### config.mk
export PLATFORM = sky130hd
export DESIGN_NAME = rbm_array_mult
export DESIGN_NICKNAME = d
export VERILOG_FILES = /design/src/rtl/rbm_pkg.sv /design/src/rtl/rbm_cell.sv /design/src/rtl/rbm_row.sv /design/src/rtl/rbm_array_mult.sv
export SDC_FILE = /design/constraint.sdc
export NUM_CORES = 1
export LEC_CHECK = 0
export BUFFER_PORTS_ARGS = -buffer_cell sky130_fd_sc_hd__buf_2
export CAP_MARGIN = 20
export CORE_UTILIZATION = 45
export DETAILED_ROUTE_END_ITERATION = 10
export GPL_ROUTABILITY_DRIVEN = 0
export PLACE_DENSITY = 0.71
export SLEW_MARGIN = 20
export SYNTH_ARGS = -nofsm -noshare
export SYNTH_HDL_FRONTEND = slang
export SYNTH_SLANG_ARGS = --single-unit
export TNS_END_PERCENT = 10
### constraint.sdc
create_clock -name vclk -period 9.4
set_clock_uncertainty 0.2 [all_clocks]
set_input_delay 0.94 -clock vclk [all_inputs]
set_output_delay 0.94 -clock vclk [all_outputs]
set_load 0.01 [all_outputs]
### src/rtl/rbm_pkg.sv
package rbm_pkg;

    // majority of three bits: full adder carry
    function automatic logic maj3(input logic x, input logic y, input logic z);
        return (x & y) | (y & z) | (x & z);
    endfunction

    // three-input parity: full adder sum
    function automatic logic par3(input logic x, input logic y, input logic z);
        return x ^ y ^ z;
    endfunction

endpackage

### src/rtl/rbm_cell.sv
module rbm_cell
    import rbm_pkg::*;
(
    input  logic en,      // multiplier bit of this row
    input  logic byp,     // incoming running-sum bit (bypass value)
    input  logic addend,  // multiplicand bit
    input  logic cin,     // ripple carry, never gated
    output logic sum,
    output logic cout     // no selector on the carry
);
    logic byp_g;
    logic add_g;
    logic fa_s;

    // both data inputs held low while the row is bypassed
    assign byp_g = byp & en;
    assign add_g = addend & en;

    assign fa_s = par3(byp_g, add_g, cin);
    assign cout = maj3(byp_g, add_g, cin);

    // control-bit selection on the sum only
    assign sum  = en ? fa_s : byp;
endmodule

### src/rtl/rbm_row.sv
module rbm_row #(
    parameter int W = 4
) (
    input  logic         en,
    input  logic [W-1:0] run_in,
    input  logic [W-1:0] mcand,
    output logic [W-1:0] run_out,
    output logic         cout,
    output logic         live
);
    logic [W:0] chain;

    assign chain[0] = 1'b0;

    for (genvar k = 0; k < W; k++) begin : g_cell
        rbm_cell cell_i (
            .en     (en),
            .byp    (run_in[k]),
            .addend (mcand[k]),
            .cin    (chain[k]),
            .sum    (run_out[k]),
            .cout   (chain[k+1])
        );
    end

    // final carry forced to zero on a bypassed row
    assign cout = chain[W] & en;
    assign live = en;
endmodule

### src/rtl/rbm_array_mult.sv
module rbm_array_mult #(
    parameter int W = 4
) (
    input  logic [W-1:0]   a_op,
    input  logic [W-1:0]   b_op,
    output logic [2*W-1:0] prod,
    output logic [W-1:0]   row_live
);
    localparam int PW = 2 * W;

    logic [W-1:0] run_in  [W];
    logic [W-1:0] run_out [W];
    logic         row_co  [W];

    for (genvar j = 0; j < W; j++) begin : g_row
        if (j == 0) begin : g_first
            assign run_in[j] = '0;
        end else begin : g_next
            // shift the previous result down, carry enters at the top
            assign run_in[j] = {row_co[j-1], run_out[j-1][W-1:1]};
        end

        rbm_row #(.W(W)) row_i (
            .en      (b_op[j]),
            .run_in  (run_in[j]),
            .mcand   (a_op),
            .run_out (run_out[j]),
            .cout    (row_co[j]),
            .live    (row_live[j])
        );

        if (j < W - 1) begin : g_low
            assign prod[j] = run_out[j][0];
        end
    end

    assign prod[PW-1:W-1] = {row_co[W-1], run_out[W-1]};
endmodule

# == Word-level counts from Yosys, hierarchy flattened ==
# Index checks and enable logic that the tools add are counted.
# totals
reg_bits,0
input_bits,8
output_inout_bits,12
word_cells,110
# classes
n_mux,16
bitwise,94
# op_table
operator,n
$and A1 B1 Y1,58
$xor A1 B1 Y1,20
$mux W1,16
$or A1 B1 Y1,16

# == Longest topological paths before layout ==
# logic_depth
word_depth,27
mapped_depth,22
ltp_nobuf,20

# == Modules after synthesis ==
# From an unflattened synthesis, not the netlist that was laid out.
# hier_totals
hier_cells,126
area_unflattened_um2,792.0
# modules_own_cells
mod,instances,cells_per_inst,area_each_um2,seq_area_each_um2
rbm_cell at g_row[0].row_i.g_cell[0].cell_i ...,14,7,43.8,0.0
rbm_cell at g_row[1].row_i.g_cell[1].cell_i ...,2,7,48.8,0.0
rbm_row,4,3,17.5,0.0
rbm_array_mult,1,2,11.3,0.0

# == Worst setup path before layout ==
# Ideal clock, no wire load.
# synth_path
kind,in2out
from,in b_op[1]
to,out prod[6]
arrival_ps,4995
t_required_ps,8260
path_slack_ps,3265
cell_stages,22
n_path_buf,2
path_cell_list,buf_2 -> and3_1 -> ha_1 -> inv_1 -> fa_1 -> inv_1 -> fa_1 -> nand2_1 -> nand2_1 -> nand2_1 -> fa_1 -> fa_1 -> inv_1 -> fa_1 -> nand2_1 -> o21ai_0 -> and2_1 -> fa_1 -> inv_1 -> fa_1 -> mux2i_1 -> buf_4
# synth_via
elab_chain_len,23
word_cells_on_any_way,76
classes_between,mux: 7; bitwise: 69
# synth_rtl
element,line_no,text
start: declaration,rbm_array_mult.sv:5,"input logic [W-1:0] b_op,"
"$and A1 B1 Y1, on equally long branches","rbm_cell.sv:16, rbm_cell.sv:17",
$and A1 B1 Y1 (2 in series),rbm_pkg.sv:5,return (x & y) | (y & z) | (x & z);
$or A1 B1 Y1 (2 in series),rbm_pkg.sv:5,
$and A1 B1 Y1,rbm_pkg.sv:5,
$or A1 B1 Y1 (2 in series),rbm_pkg.sv:5,
$xor A1 B1 Y1,rbm_pkg.sv:10,return x ^ y ^ z;
$mux W1,rbm_cell.sv:23,assign sum = en ? fa_s : byp;
$and A1 B1 Y1,rbm_cell.sv:16,assign byp_g = byp & en;
$xor A1 B1 Y1 (2 in series),rbm_pkg.sv:10,
$mux W1,rbm_cell.sv:23,
$and A1 B1 Y1,rbm_cell.sv:16,
$and A1 B1 Y1,rbm_pkg.sv:5,
$or A1 B1 Y1 (2 in series),rbm_pkg.sv:5,
$and A1 B1 Y1,rbm_pkg.sv:5,
$or A1 B1 Y1 (2 in series),rbm_pkg.sv:5,
$xor A1 B1 Y1,rbm_pkg.sv:10,
$mux W1 (*),rbm_cell.sv:23,
end: declaration,rbm_array_mult.sv:6,"output logic [2*W-1:0] prod,"
# Every way passes the cells marked *; elsewhere a longest branch is shown, timed or not.

# == Worst setup path after layout ==
# Ends and elaborated chain as after synthesis.

==> run metrics <==
status finished, final reports clean; Total GRT Usage 11.4%; fmax 157 MHz; max incr delay on CP 470 ps; Most Frequent Cell on Critical Path fa_1; die area 0.00153 mm²; Slew @ Worst Pin 265 ps; hold crit path type in -> out; Initial Utilization 48.2%; Synth Instances 80; Final Max Slew Viols 0; GR Util met3 0%; DR vias/cell 4.99; final hold violations 0; min-delay src b_op[0]; count leader, synth nand2_1; Crit. End Element output port; post-DP HPWL 754 µm; crit path launch type input port; vias in the first global route 311; yosys warns 0; FFs & Latches 0; net count reported at finish 106; Critical Path AT 5250 ps; fin crit period 6390 ps; First-pass DRT Iterations 4; DR WL/cell 8.84 µm; layout cells sized above 1 27.4%; Worst path slowest cell fa_1; register area 0 µm²; # port buffers 20; initial antenna violation count 0; maximum fanout along the worst path 17; sequential share of the synthesized area 0%; Setup Fix Bufs, Post-CTS 0; Pleak 0.336 nW; Syn Nets 100; synth top area cells fa_1, buf_4, and2_1; share of the synthesized area in the top cell type 25.9%; Post-Route WL 875 µm; Hold EP row_live[0]; Syn Std Cell Area 619 µm²; syn avg cell area 7.74 µm²; num ports 20; required time worst endpoint 8260 ps; post-cts gate resize count 0; post-route ant nets 0; RSZ-0062 raised after global routing false; pwr dens 39.0 mW/mm²; max-cap violation count 0; die height 39.1 µm; worst-path cell chain buf_2, and3_1, ha_1, inv_1, fa_1, inv_1, fa_1, nand2_1, nand2_1, nand2_1, fa_1, fa_1, inv_1, fa_1, nand2_1, o21ai_0, and2_1, fa_1, inv_1, fa_1, mux2i_1, buf_2; Worst Slack Setup Final 3010 ps; synth unique cells 16; core box area 0.00128 mm²; VDD IR-drop max 0.0155 mV; Post-CTS Hold Buffers 0; GRT met1 Usage 17.0%; Die Width 39.1 µm; WS Path Type in -> out; GRT Max-Usage Layer met2; fin crit share 67.9%; vias 494; Layout area overhead 1.41%; Slew HR 82.3%; drc violations 0; ant diodes 0; first-pass GRT wire length 1260 µm; num rows 13; final setup vio count 0; Hold Crit Depth 2; setup TNS 0 ps; GRT overflow 0; top post-synthesis cells by count nand2_1, and2_1, buf_4; clkbuf count 0; Place WS 2970 ps; DR iter-0 viols 14; largest area contributor in the netlist fa_1; largest net degree at the start of global routing 19; GR Util met2 19.2%
how the worst max path moves through the flow:
stage          startpoint       to  cells after the start
3_5_place_dp      b_op[1]  prod[6]                     22
5_1_grt           b_op[1]  prod[6]                     22
3_3_place_gp      b_op[1]  prod[6]                     22
6_report          b_op[1]  prod[6]                     22
2_1_floorplan     b_op[1]  prod[6]                     22
4_1_cts           b_op[1]  prod[6]                     22
metrics by stage:
stage	utilization, %	hold slack, ps	power, mW	cells	area [µm²]
finish	48.9	1960	0.0245	99	628
floorplan	-	1770	0.0222	80	619
global placement	48.9	1960	0.0242	99	628
detailed placement	48.9	1960	0.0250	99	628
global route	48.9	1980	0.0285	99	628
CTS	48.9	1960	0.0250	99	628
routing by layer:
| metal | vias up | share of wire (%) |
|---|---|---|
| met5 | - | 0 |
| met4 | 0 | 0 |
| met3 | 0 | 3.9 |
| met2 | 12 | 47 |
| met1 | 228 | 49 |
| li1 | 254 | - |
power breakdown:
part	leakage, nW	internal, mW	switching, mW
registers	0	0	0
clock network	0	0	0
logic	0.336	0.0113	0.0132
total	0.336	0.0113	0.0132
layout by cell type (no fill, tap or decap):
cell,count
and2_1,12
nor2b_1,1
ha_1,4
buf_2,20
nand3_1,3
a22o_1,1
a21oi_1,1
o21ai_0,2
nand3b_1,2
mux2_2,3
mux2i_1,3
inv_1,5
nand2_1,15
fa_1,8
and3_1,4
critical path, delay by kind of cell:
kind                     cells  cell delay, ps
adder cells (fa/ha/maj)      8            2850
multiplexers                 1             120
buffers and inverters        6             570
AO/OA/AOI/OAI                1              90
AND/OR/NAND/NOR              6             670
cell type report:
class	count	area [µm²]
fillers	131	657
repair buffers	20	100
multi-input cells	59	490
inverters	5	18.8
well taps	15	18.8
kinds of logic after synthesis:
kind of cell    count (synthesis)  synth area share, %
compound gates                  4                 3.84
mux                             6                 10.3
simple gates                   37                 31.1
buf+inv                        21                 20.8
fa+ha+maj                      12                 33.9
Power figures use the tool's default switching activity.
